===== src/rtl/sdv_pkg.sv =====
package sdv_pkg;
    typedef enum logic [1:0] {
        ST_HUNT   = 2'd0,
        ST_WORDS  = 2'd1,
        ST_PARITY = 2'd2
    } sdv_state_e;

    localparam logic [1:0] FRAME_CODE = 2'b11;
endpackage


===== src/rtl/sdv_sequencer.sv =====
module sdv_sequencer
    import sdv_pkg::*;
#(
    parameter int NPORTS = 8,
    parameter int MULT_W = 3,
    localparam int LEN_W  = $clog2(NPORTS + 1),
    localparam int PORT_W = $clog2(NPORTS)
) (
    input  logic              clk,
    input  logic              rst_n,
    input  logic [1:0]        stat_i,
    input  logic [LEN_W-1:0]  len_i,
    input  logic [MULT_W-1:0] mult_i,
    input  logic              mode_i,
    output logic              frame_start_o,
    output logic              word_we_o,
    output logic              parity_cyc_o,
    output logic [PORT_W-1:0] word_port_o,
    output logic [LEN_W-1:0]  len_o,
    output logic              mode_o
);
    sdv_state_e st_q, st_d;
    logic [LEN_W-1:0]  len_q, len_clamp;
    logic [MULT_W-1:0] mult_q, mult_clamp;
    logic [PORT_W-1:0] port_q;
    logic [MULT_W-1:0] round_q;
    logic              mode_q;
    logic              at_row_end, last_word;

    // configuration clamp, applied when captured
    always_comb begin
        len_clamp = len_i;
        if (len_i == '0)
            len_clamp = LEN_W'(1);
        else if (len_i > LEN_W'(NPORTS))
            len_clamp = LEN_W'(NPORTS);
        mult_clamp = (mult_i == '0) ? MULT_W'(1) : mult_i;
    end

    // output decode per state
    always_comb begin
        frame_start_o = 1'b0;
        word_we_o     = 1'b0;
        parity_cyc_o  = 1'b0;
        unique case (st_q)
            ST_HUNT:   frame_start_o = (stat_i == FRAME_CODE);
            ST_WORDS: begin
                frame_start_o = (stat_i == FRAME_CODE);
                word_we_o     = (stat_i != FRAME_CODE);
            end
            ST_PARITY: parity_cyc_o = 1'b1;
            default: ;
        endcase
    end

    assign at_row_end = (LEN_W'(port_q) == len_q - LEN_W'(1));
    assign last_word  = word_we_o && at_row_end && (round_q == mult_q - MULT_W'(1));

    // next-state logic
    always_comb begin
        st_d = st_q;
        unique case (st_q)
            ST_HUNT:   if (frame_start_o) st_d = ST_WORDS;
            ST_WORDS:  if (last_word)     st_d = ST_PARITY;
            ST_PARITY: st_d = ST_HUNT;
            default:   st_d = ST_HUNT;
        endcase
    end

    // state register
    always_ff @(posedge clk) begin
        if (!rst_n) st_q <= ST_HUNT;
        else        st_q <= st_d;
    end

    // slot counters and captured configuration
    always_ff @(posedge clk) begin
        if (!rst_n) begin
            port_q  <= '0;
            round_q <= '0;
            len_q   <= LEN_W'(1);
            mult_q  <= MULT_W'(1);
            mode_q  <= 1'b1;
        end else if (frame_start_o) begin
            port_q  <= '0;
            round_q <= '0;
            len_q   <= len_clamp;
            mult_q  <= mult_clamp;
            mode_q  <= mode_i;
        end else if (word_we_o) begin
            if (at_row_end) begin
                port_q  <= '0;
                round_q <= round_q + MULT_W'(1);
            end else begin
                port_q  <= port_q + PORT_W'(1);
            end
        end
    end

    assign word_port_o = port_q;
    assign len_o       = len_q;
    assign mode_o      = mode_q;

    // slot index stays inside the captured calendar
    a_r3_port_in_calendar: assert property (@(posedge clk) disable iff (!rst_n)
        (st_q == ST_WORDS) |-> (LEN_W'(port_q) < len_q));

    // stray framing code among data restarts the count
    a_r9_restart_clears: assert property (@(posedge clk) disable iff (!rst_n)
        (st_q == ST_WORDS && stat_i == FRAME_CODE)
        |=> (st_q == ST_WORDS && port_q == '0 && round_q == '0));

    // idle words keep the machine hunting
    a_r2_idle_ignores: assert property (@(posedge clk) disable iff (!rst_n)
        (st_q == ST_HUNT && stat_i != FRAME_CODE) |=> (st_q == ST_HUNT));
endmodule


===== src/rtl/sdv_dip2.sv =====
module sdv_dip2 (
    input  logic       clk,
    input  logic       rst_n,
    input  logic       frame_start_i,
    input  logic       word_we_i,
    input  logic       parity_cyc_i,
    input  logic [1:0] stat_i,
    output logic       pass_o,
    output logic       fail_o
);
    logic [1:0] acc_q;

    always_ff @(posedge clk) begin
        if (!rst_n)             acc_q <= '0;
        else if (frame_start_i) acc_q <= '0;
        else if (word_we_i)     acc_q <= acc_q ^ stat_i;
    end

    assign pass_o = parity_cyc_i && (stat_i == ~acc_q);
    assign fail_o = parity_cyc_i && (stat_i != ~acc_q);

    // the check word always follows a data word
    a_r3_parity_after_word: assert property (@(posedge clk) disable iff (!rst_n)
        parity_cyc_i |-> $past(word_we_i));
endmodule


===== src/rtl/sdv_commit.sv =====
module sdv_commit #(
    parameter int NPORTS = 8,
    parameter int LEN_W  = 4,
    parameter int PORT_W = 3
) (
    input  logic                clk,
    input  logic                rst_n,
    input  logic                pess_i,
    input  logic                word_we_i,
    input  logic [PORT_W-1:0]   port_i,
    input  logic [1:0]          stat_i,
    input  logic [LEN_W-1:0]    len_i,
    input  logic                pass_i,
    input  logic                fail_i,
    output logic [2*NPORTS-1:0] status_o,
    output logic                upd_o,
    output logic                err_o
);
    logic [1:0] shadow_q [NPORTS];
    logic [1:0] live_q   [NPORTS];

    always_ff @(posedge clk) begin
        if (!rst_n) begin
            for (int p = 0; p < NPORTS; p++) begin
                shadow_q[p] <= '0;
                live_q[p]   <= '0;
            end
            upd_o <= 1'b0;
            err_o <= 1'b0;
        end else begin
            upd_o <= (word_we_i && !pess_i) || (pess_i && pass_i);
            err_o <= fail_i;
            if (word_we_i) begin
                shadow_q[port_i] <= stat_i;
                if (!pess_i) live_q[port_i] <= stat_i;
            end
            if (pess_i && pass_i) begin
                for (int p = 0; p < NPORTS; p++)
                    if (LEN_W'(p) < len_i) live_q[p] <= shadow_q[p];
            end
        end
    end

    for (genvar g = 0; g < NPORTS; g++) begin : g_flat
        assign status_o[2*g +: 2] = live_q[g];
    end

    // outputs never move without the strobe
    a_r5_change_needs_strobe: assert property (@(posedge clk) disable iff (!rst_n)
        !upd_o |-> $stable(status_o));

    // a pessimistic commit is always preceded by a passing check
    a_r5_commit_after_pass: assert property (@(posedge clk) disable iff (!rst_n)
        (upd_o && $past(pess_i)) |-> $past(pass_i));

    // error flag is a single-cycle pulse
    a_r8_err_one_cycle: assert property (@(posedge clk) disable iff (!rst_n)
        err_o |=> !err_o);

    // a failed check never comes with an update
    a_r6_no_strobe_on_fail: assert property (@(posedge clk) disable iff (!rst_n)
        err_o |-> !upd_o);
endmodule


===== src/rtl/sdv_status_validator.sv =====
module sdv_status_validator #(
    parameter int NPORTS = 8,
    parameter int MULT_W = 3,
    localparam int LEN_W  = $clog2(NPORTS + 1),
    localparam int PORT_W = $clog2(NPORTS)
) (
    input  logic                clk,
    input  logic                rst_n,
    input  logic [1:0]          stat_i,
    input  logic [LEN_W-1:0]    cal_len_i,
    input  logic [MULT_W-1:0]   cal_mult_i,
    input  logic                pess_mode_i,
    output logic [2*NPORTS-1:0] port_status_o,
    output logic                upd_o,
    output logic                dip_err_o
);
    logic              frame_start, word_we, parity_cyc, pass, fail, mode_q;
    logic [PORT_W-1:0] word_port;
    logic [LEN_W-1:0]  len_q;

    sdv_sequencer #(.NPORTS(NPORTS), .MULT_W(MULT_W)) u_seq (
        .clk(clk), .rst_n(rst_n), .stat_i(stat_i),
        .len_i(cal_len_i), .mult_i(cal_mult_i), .mode_i(pess_mode_i),
        .frame_start_o(frame_start), .word_we_o(word_we), .parity_cyc_o(parity_cyc),
        .word_port_o(word_port), .len_o(len_q), .mode_o(mode_q)
    );

    sdv_dip2 u_dip (
        .clk(clk), .rst_n(rst_n), .frame_start_i(frame_start),
        .word_we_i(word_we), .parity_cyc_i(parity_cyc), .stat_i(stat_i),
        .pass_o(pass), .fail_o(fail)
    );

    sdv_commit #(.NPORTS(NPORTS), .LEN_W(LEN_W), .PORT_W(PORT_W)) u_commit (
        .clk(clk), .rst_n(rst_n), .pess_i(mode_q), .word_we_i(word_we),
        .port_i(word_port), .stat_i(stat_i), .len_i(len_q),
        .pass_i(pass), .fail_i(fail),
        .status_o(port_status_o), .upd_o(upd_o), .err_o(dip_err_o)
    );
endmodule


===== config.mk =====
export PLATFORM = sky130hd
export DESIGN_NAME = sdv_status_validator
export DESIGN_NICKNAME = d
export VERILOG_FILES = /design/src/rtl/sdv_pkg.sv /design/src/rtl/sdv_sequencer.sv /design/src/rtl/sdv_dip2.sv /design/src/rtl/sdv_commit.sv /design/src/rtl/sdv_status_validator.sv
export SDC_FILE = /design/constraint.sdc
export NUM_CORES = 1
export LEC_CHECK = 0
export ABC_AREA = 1
export BUFFER_PORTS_ARGS = -buffer_cell sky130_fd_sc_hd__buf_2
export CORE_MARGIN = 2
export CORE_UTILIZATION = 58
export DETAILED_ROUTE_END_ITERATION = 16
export PLACE_DENSITY = 0.79
export SETUP_SLACK_MARGIN = 0.1
export SLEW_MARGIN = 20
export SYNTH_ARGS = -nofsm -noshare
export SYNTH_HDL_FRONTEND = slang
export SYNTH_HIERARCHICAL = 1
export SYNTH_SLANG_ARGS = --single-unit

===== constraint.sdc =====
create_clock -name clk -period 1.8 [get_ports clk]
set_input_delay 0.09 -clock clk [delete_from_list [all_inputs] [get_ports clk]]
set_output_delay 0.09 -clock clk [all_outputs]
set_load 0.02 [all_outputs]

Word-level counts from Yosys, hierarchy flattened --
Memories as Yosys holds them, arrays and structs flattened. Cells that the tools add are included.
Storage, ports and cells: bits in registers 20, RAM bits 32, input port bits 12, output and inout port bits 18, word-level logic and storage cells 126, memories kept 2
Operators by class: add/subtract/negate cells 4, magnitude comparators 9, equal/unequal tests 10, multiplexer cells 64, bitwise gates (word level) 11, reduce and logical (&&, ||, !) cells 17
Memory list:
- u_commit.live_q | words 8, bits a word 2, rd ports 8, clocked after memory_dff 0, wr ports 8, RTL line sdv_commit.sv:20 | logic [1:0] live_q [NPORTS];
- u_commit.shadow_q | words 8, bits a word 2, rd ports 8, clocked after memory_dff 0, wr ports 8, RTL line sdv_commit.sv:19 | logic [1:0] shadow_q [NPORTS];
Operators by type and width (count):
- $mux 1 | 45
- $mux 2 | 12
- $lt 3x4->1 const A | 4
- $mux 3 | 4
- $lt 1x4->1 const A | 2
- $lt 2x4->1 const A | 2
- $mux 4 | 2
- $or 1x1->1 | 8
- $reduce_or 2->1 | 4
- $add 3x1->3 const B | 2
- $logic_and 1x1->1 | 6
- $eq 2x2->1 const B | 2
- $eq 3x4->1 | 1
- $gt 4x4->1 const B | 1
- $logic_not 4->1 | 1
- $ne 2x2->1 const B | 2
- $pmux 2 s2 | 1
- $reduce_and 2->1 | 2
- $sub 4x1->4 const B | 1
- $eq 3x3->1 | 1
- $logic_not 3->1 | 1
- $sub 3x1->3 const B | 1
- $eq 2x1->1 const B | 1
- $eq 2x2->1 | 1
- 8 further kinds | 8

Logic depth before layout (Yosys ltp) --
Gate-level depths: netlist of the first run.
depth in word-level cells 9, mapped depth 11, gate-level depth less buffers 11

By module --
The synthesis of the first run kept the hierarchy.
By module, submodules not included:
- sdv_commit | instances 1, cells each 204, area each 1687.9 um^2, seq. area each 960.9 um^2
- sdv_sequencer | instances 1, cells each 116, area each 857.1 um^2, seq. area each 320.3 um^2
- sdv_dip2 | instances 1, cells each 27, area each 151.4 um^2, seq. area each 40.0 um^2

Worst setup path before layout of the first run --
No wires, ideal clock.
kind register -> register, start reg u_seq.len_q[0], in the netlist u_seq/len_o[0], end reg u_seq.round_q[0], library setup time 115 ps, arrival time 1338 ps, setup slack 348 ps, cell stages (with the launch flop) 9, buffers on the path 0, period minus slack after synthesis 1452 ps, cell sequence dfxtp_1 -> inv_1 -> ha_1 -> xor2_1 -> nand2_2 -> nor2_4 -> nand2_2 -> xor2_1 -> nor2_2
On the way: word-level cells in the longest chain between the ends 3
RTL lines:
- start: declaration | RTL line sdv_sequencer.sv:23 | logic [LEN_W-1:0] len_q, len_clamp;
- start signal: assignment | RTL line sdv_sequencer.sv:87 | len_q <= len_clamp;
- $sub 4x1->4 | RTL line sdv_sequencer.sv:56 | assign at_row_end = (LEN_W'(port_q) == len_q - LEN_W'(1));
- $eq 3x4->1 | RTL line sdv_sequencer.sv:56
- $reduce_and 2->1 (no line)
- end signal: assignment | RTL line sdv_sequencer.sv:93 | round_q <= round_q + MULT_W'(1);
- end: declaration | RTL line sdv_sequencer.sv:26 | logic [MULT_W-1:0] round_q;
Every way passes these cells. A chain may end at the register's enable or synchronous reset.

==> results by group, run 1 <==
Setup path
  – Critical Path RT: ~1800 ps
  – CP Max Fanout: 4
  – Critical path cell sequence: inv_2 -> nor2_1 -> inv_1 -> nor2_2 -> nand2_1 -> nor2_1 -> nand2_1 -> nand3_1
  – Slowest CP cell: dfxtp_1
  – WS Path Type: register to register
  – Critical Path AT: roughly 1600 ps
  – Critical path's largest stage delay: between 300 and 400 ps
  – Crit start category: register
  – Critical Path End Type: register

Global routing
  – First-pass GRT wire length: 8362 µm
  – Vias in the first global route: a little under 2000
  – Initial antenna violation count: 0
  – Total GRT Usage: slightly above 20%
  – Largest net degree at the start of global routing: 18
  – Grt ovf: 0

Die
  – Starting density of the core: roughly three fifths
  – Total die area: between 5000 and 6000 µm²
  – Num rows: 24
  – Die H: between 70 and 80 µm
  – Core Area: between 4000 and 5000 µm²
  – I/O pin cnt: 30
  – Die width: roughly 72 µm

Routing
  – Routed wl met2: about 2500 µm
  – Met3 routed WL: 253 µm
  – Wl on met1: between 2000 and 2500 µm
  – Mean number of vias per cell: 5.077
  – Routed WL: 5067 µm
  – TritonRoute pass-1 iters: 4
  – Number of remaining DRC errors: 0
  – DR top layer: met4
  – 1st-iter DRT viols: about 140
  – Antenna-violating nets left: 0
  – Routed WL per cell: approximately 12 µm
  – Via Count: 2234

STA
  – Slew @ Worst Pin: approximately 380 ps
  – Max Clk Rate: around 0.63 GHz
  – Setup ws final: around 220 ps
  – Fin crit share: 87.80%
  – RSZ-0062 raised after global routing: false
  – Final Hold Vio Count: 0
  – Fin crit period: between 1500 and 2000 ps
  – Slew Limit Fails: 0
  – # setup viols final: 0
  – Setup TNS: 0 ps
  – Clock Skew: approximately 8.3 ps
  – Hold WS: approximately 43 ps
  – Rel. slew slack: roughly three quarters

Synthesis
  – Register area share after synthesis: between 40% and 50%
  – Synthesized net count: 363
  – Unique masters post-synth: 29
  – Register bit total from synthesis: 52
  – Cell taking the most area after synthesis: edfxtp_1
  – Synth Area per Inst: roughly 7.8 µm²
  – Ranking of synthesized cells by area: edfxtp_1 31%, dfxtp_1 18%, nand2_1 15%
  – Post-Syn Area: approximately 2700 µm²
  – Area fraction of the dominant cell type after synthesis: a little under a third
  – Synth Instances: roughly 350
  – Synth warn: 6

Clock tree
  – TritonCTS clock tree: built
  – Clock transition at the registers of the reported paths: 90 ps
  – Clock sink count: 52
  – CTS H-Tree Depth: 2
  – Clock root cell: clkbuf_8
  – Clock Path Buffers: 2
  – Worst skew pair latency: about 310 ps
  – TritonCTS buffer count: 5

Layout
  – Area Overhead vs Synth: 13.60%
  – Fraction of layout cells with a size suffix above 1: 18.30%
  – Final Net Count: ~400
  – Final cell count without fillers: 440
  – N_diodes: 0

Placement
  – GP Congestion: 0.7604
  – Cell Count Post-Placement: 428
  – DP Worst Slack: ~110 ps
  – # port buffers: 29
  – Dpl hpwl: a little under 4000 µm

Power and ir drop
  – Lkg Pwr: approximately 1.4 nW
  – Power per cell area: a little over 700 nW/µm²
  – Peak VDD IR: 403.6 µV
  – Total power: about 2.2 mW

Flow run
  – Max_cap viols: 0

Hold path
  – Hold Crit Class: primary input to register

Run status
  – Run status: finished clean
final cells by class:
type                       count  area (µm²)
multi-input combinational    242        1175
tap                           52       65.06
sequential                    52        1324
inverter                      47       176.4
timing repair buffer          39       235.2
clock buffer                   5       68.82
fill                         359        1351
clock inverter                 3       18.77
path summary, 6_finish.rpt:
path	start	end	slack (ps)	cells after the start
worst min-delay path	cal_len_i[0]	u_seq/len_o[0]$_SDFFE_PN1P_	40	3
worst min register to register	u_seq/mult_q[1]$_SDFFE_PN0P_	u_seq/mult_q[1]$_SDFFE_PN0P_	460	2
worst max register to register	u_seq/st_q[1]$_SDFFE_PN0P_	u_commit/live_q[5][1]$_DFFE_PP_	220	8
worst max-delay path	u_seq/st_q[1]$_SDFFE_PN0P_	u_commit/live_q[5][1]$_DFFE_PP_	220	8
flip-flops by register name (all words and copies together), names as in the netlist:
register           count
u_seq/mult_q           3
u_commit/err_o         1
u_seq/len_o            4
u_dip/acc_q            2
u_commit/shadow_q     16
u_seq/mode_o           1
u_commit/upd_o         1
u_commit/live_q       16
u_seq/round_q          3
u_seq/word_port_o      3
u_seq/st_q             2
cell usage in the layout (no fill, tap or decap), types with 2 or more instances in the layout:
cell          n
inv_2         3
nand2_1     105
nand4_1       2
nor3_1        3
nor2_2        7
clkbuf_8      5
o21ai_1       2
nor2_1       34
inv_1        43
buf_4         8
nand3_1      47
o211ai_1      2
dfxtp_1      22
dfxtp_2       2
ha_1          4
buf_2        29
edfxtp_1     28
a21oi_1       7
nand2_2       5
clkinvlp_4    2
xor2_1        4
o21ai_0       8
clkinv_1      2
nor2_4        4
layer usage:
layer / GRT usage (%) / up-vias
met2: 36.70 / 64
met1: 24.68 / 975
met5: 0 / -
met4: 7.966 / 0
met3: 4.306 / 10
li1: - / 1185
power by group:
| group | switching, mW | internal [mW] | leakage, nW |
|---|---|---|---|
| Combinational | 0.175 | 0.0896 | 0.926 |
| Sequential | 0.0274 | 1.29 | 0.485 |
| Clock | 0.381 | 0.269 | 0.0378 |
cell families (layout without fill, tap and decap cells):
family / count (synthesis) / count (layout) / share of synthesized area, %
AO/OA/AOI/OAI: 21 / 21 / 4.315
flip-flops: 52 / 52 / 49.00
adder cells (fa/ha/maj): 4 / 4 / 1.856
buffers and inverters: 53 / 94 / 7.702
AND/OR/NAND/NOR: 211 / 211 / 35.17
XOR/XNOR: 6 / 6 / 1.949
synthesized netlist by cell type, drive strengths merged:
master and n:
a211oi 1, a21oi 8, buf 3, clkbuf 3, clkinv 1, dfxtp 24
edfxtp 28, ha 4, inv 46, nand2 111, nand3 47, nand4 2
nor2 46, nor3 3, o211ai 2, o21ai 10, or2 2, xnor2 1
xor2 5
timing repair:
| item | CTS | global route |
|---|---|---|
| pin swaps | 1 | 0 |
| setup buffers | 3 | 0 |
| hold endpoints to repair | 1 | 0 |
| hold buffers | 1 | 0 |
| endpoints found under the setup margin | 1 | 8 |
| gates resized for setup | 0 | 4 |
critical path: cells and delay by family, from the launching register on:
| kind | cells | cell delay [ps] |
|---|---|---|
| buf+inv | 2 | 140 |
| flops | 1 | 390 |
| simple gates | 6 | 770 |
metrics by stage:
stage,utilization [%],instance area (µm²)
2_1_floorplan,-,2696
3_3_place_gp,66.16,2920
3_5_place_dp,66.16,2920
4_1_cts,69.16,3053
5_1_grt,69.39,3063
6_report,69.39,3063
No activity file was read; power rests on OpenSTA's default activity.
==> inputs of run 2 (changes only) <==
SYNTH_HIERARCHICAL = unset   (was 1)
TNS_END_PERCENT = 50   (was unset)
==> results by group, run 2 <==
Synthesis
  – Adder-Cell Fraction of Synth Area: 3.365% (+1.5 points)
  – Ys flop type: edfxtp_1
  – Unique masters post-synth: 36 (+24%)
  – Post-Syn Area: 2602 µm² (-3.5%)
  – Synth Instances: 299 (-14%)
  – Register bit total from synthesis: 52 (unchanged)
  – Register area share after synthesis: 50.77% (+1.8 points)
  – Combinational family with the most area after synthesis: simple AND/OR/NAND/NOR gates
  – Ranking of synthesized cells by area: edfxtp_1 32%, dfxtp_1 18%, nand2_1 10%
  – Number of flops mapped to enable cells by yosys: 28 (unchanged)
  – Post-synthesis mux area share: 0% (unchanged)
  – XOR/XNOR Fraction of Synth Area: 2.981% (+1.0 points)
  – Area fraction of the dominant cell type after synthesis: 32.31% (+1.1 points)
  – Synthesized net count: 318 (-12%)
  – Most common cell in the netlist: nand2_1
  – Synth cell count leaders: 71 x nand2_1, 40 x nor2_1, 28 x edfxtp_1
  – Ys async rst share: 0% (unchanged)
  – Synth Area in Compound Gates: 9.663% (+5.3 points)
  – Post-Synth Simple-Gate Area: 27.88% (-7.3 points)
  – Cell taking the most area after synthesis: edfxtp_1
  – Synth warn: 0 (-6)
  – Synth Area per Inst: 8.704 µm² (+12%)

Layout
  – Fill cells: 354 (-1.4%)
  – Final Net Count: 355 (-12%)
  – Fraction of layout cells with a size suffix above 1: 22.26% (+4.0 points)
  – N_diodes: 0 (unchanged)
  – Sequential Area: 1323 µm² (about the same)
  – Multi-input gate area: 1146 µm² (-2.4%)
  – Most frequent cells in the layout: 71 x nand2_1, 40 x nor2_1, 29 x buf_2
  – Commonest non-fill, non-tap cell in the layout: nand2_1
  – Area Overhead vs Synth: 13.70% (about the same)
  – Layout Utilization: 68.43% (-0.96 points)

Die
  – Die H: 70.99 µm (-1.7%)
  – Die width: 70.99 µm (-1.7%)
  – I/O pin cnt: 30 (unchanged)
  – Total die area: 5039 µm² (-3.3%)
  – Num rows: 24 (unchanged)
  – Starting density of the core: 60.19% (-0.90 points)
  – Core Area: 4324 µm² (-2.0%)

STA
  – Slew Limit Fails: 0 (unchanged)
  – Clock Skew: 4.850 ps (-3.403 ps)
  – Rel. slew slack: 72.29% (-2.2 points)
  – Fin crit share: 89.15% (+1.3 points)
  – Setup TNS: 0 ps (unchanged)
  – # setup viols final: 0 (unchanged)
  – RSZ-0062 raised after global routing: true
  – Fin crit period: 1605 ps (+24.28 ps)
  – Final Hold Vio Count: 0 (unchanged)
  – Max Clk Rate: 0.6232 GHz (-1.5%)
  – Slew @ Worst Pin: 411.3 ps (+29.43 ps)

Routing
  – Routed WL per cell: 14.14 µm (+23%)
  – Mean number of vias per cell: 5.496 (+8.2%)
  – Routed WL: 5502 µm (+8.6%)
  – Antenna-violating nets left: 0 (unchanged)
  – Number of remaining DRC errors: 0 (unchanged)
  – 1st-iter DRT viols: 151 (+6.3%)
  – Via Count: 2138 (-4.3%)
  – TritonRoute pass-1 iters: 4 (unchanged)

Global routing
  – Initial antenna violation count: 0 (unchanged)
  – Largest net degree at the start of global routing: 35 (+17)
  – First-pass GRT wire length: 9066 µm (+8.4%)
  – Total GRT Usage: 23.06% (+2.3 points)
  – Grt ovf: 0 (unchanged)
  – Vias in the first global route: 2054 (+3.5%)

Clock tree
  – CTS H-Tree Depth: 2 (unchanged)
  – Clock sink count: 52 (unchanged)
  – Clock Path Buffers: 2 (unchanged)
  – Worst skew pair latency: 310 ps (about the same)
  – TritonCTS clock tree: built
  – Clock transition at the registers of the reported paths: 90 ps (about the same)
  – TritonCTS buffer count: 5 (unchanged)
  – Clock root cell: clkbuf_8

Placement
  – # port buffers: 29 (unchanged)
  – Dpl hpwl: 3964 µm (+0.19%)
  – GP Congestion: 0.9106 (+20%)

Setup path
  – Number of buffers and inverters on the critical path: 0 (-2)
  – CP top delay family: simple AND/OR/NAND/NOR gates
  – Critical Path RT: 1830 ps (about the same)
  – Critical Path AT: 1630 ps (+20 ps)
  – Critical path cell sequence: nor2_4 -> nand2_4 -> nor2_4 -> nand4_2 -> or2_4 -> nand2_1
  – Critical Path End Type: register
  – R2r setup slk: 200 ps (-20 ps)
  – Critical path's largest stage delay: 360 ps (-30 ps)
  – Slowest CP cell: dfxtp_1
  – CP Max Fanout: 8 (+4)
  – Crit start category: register
  – WS Path Type: register to register
  – CP dominant cell by count: nor2_4

Run status
  – Run status: finished clean

Power and ir drop
  – Lkg Pwr: 1.293 nW (-11%)
  – Power per cell area: 802.2 nW/µm² (+10%)
  – Peak VDD IR: 629.7 µV (+56%)

Hold path
  – Hold Crit Class: primary input to register

Flow run
  – Max_cap viols: 0 (unchanged)
==> run 2: worst paths after layout <==
| path | to | from | cells past startpoint |
|---|---|---|---|
| setup / recovery | u_commit.live_q[5][0]$_DFFE_PP_ | u_seq.st_q[1]$_SDFFE_PN0P_ | 6 |
| hold / removal | u_seq.len_o[1]$_SDFFE_PN0P_ | cal_len_i[1] | 3 |
| setup reg to reg | u_commit.live_q[5][0]$_DFFE_PP_ | u_seq.st_q[1]$_SDFFE_PN0P_ | 6 |
| hold reg to reg | u_seq.mult_q[1]$_SDFFE_PN0P_ | u_seq.mult_q[1]$_SDFFE_PN0P_ | 2 |
==> run 2: logic make-up (layout without fill, tap and decap cells) <==
logic type,count (synthesis),count (layout)
adders and majority gates,7,7
buffers and inverters,33,71
xor gates and xnor gates,8,8
AOI/OAI and AO/OA,44,44
and+or+nand+nor,155,155
DFF,52,52
==> run 2: what timing repair did <==
item | in CTS | in global routing
hold buffers | 1 | 0
setup buffers | 0 | 1
endpoints found under the setup margin | 0 | 19
gates resized for setup | 0 | 4
endpoints found under the hold margin | 1 | 0
==> run 2: per-stage QoR <==
| stage | area, µm² | hold WS, ps | setup WS, ps | power [mW] | std cells |
|---|---|---|---|---|---|
| global route | 2959 | 19.72 | 43.65 | 2.466 | 389 |
| CTS | 2947 | 18.11 | 151.7 | 2.376 | 388 |
| detailed placement | 2825 | 315.1 | 169.2 | 1.593 | 379 |
| floorplan | 2603 | 220.4 | 304.9 | 1.517 | 299 |
| finish | 2959 | 22.96 | 195.3 | 2.374 | 389 |
| global placement | 2825 | 307.8 | 228.7 | 1.585 | 379 |
==> run 2: cell type report <==
cell class	instances	share of cell area, %
sequential	52	44.69
multi-input combinational	214	38.73
timing repair buffer	39	7.526
inverter	24	3.087
clock buffer	5	2.326
tap	52	2.199
clock inverter	3	1.438
==> run 2: power breakdown <==
| group | leakage (nW) | internal (mW) | switching [mW] |
|---|---|---|---|
| clock | 0.0558 | 0.412 | 0.389 |
| sequential | 0.484 | 1.29 | 0.0205 |
| combinational | 0.753 | 0.0834 | 0.182 |
==> run 2: per-layer routing <==
metal  global-route usage, %  vias up  share of wire (%)
met3                   4.986        8                5.4
met2                   40.08       58                 50
met4                   9.224        0                1.4
met1                   27.86     1005                 43
met5                       0        -                  0
li1                        -     1067                  -
==> run 2: tightest hold or removal path, stage by stage <==
cell and delay, ps:
buf_2 90, nand3_1 60, o21ai_0 60
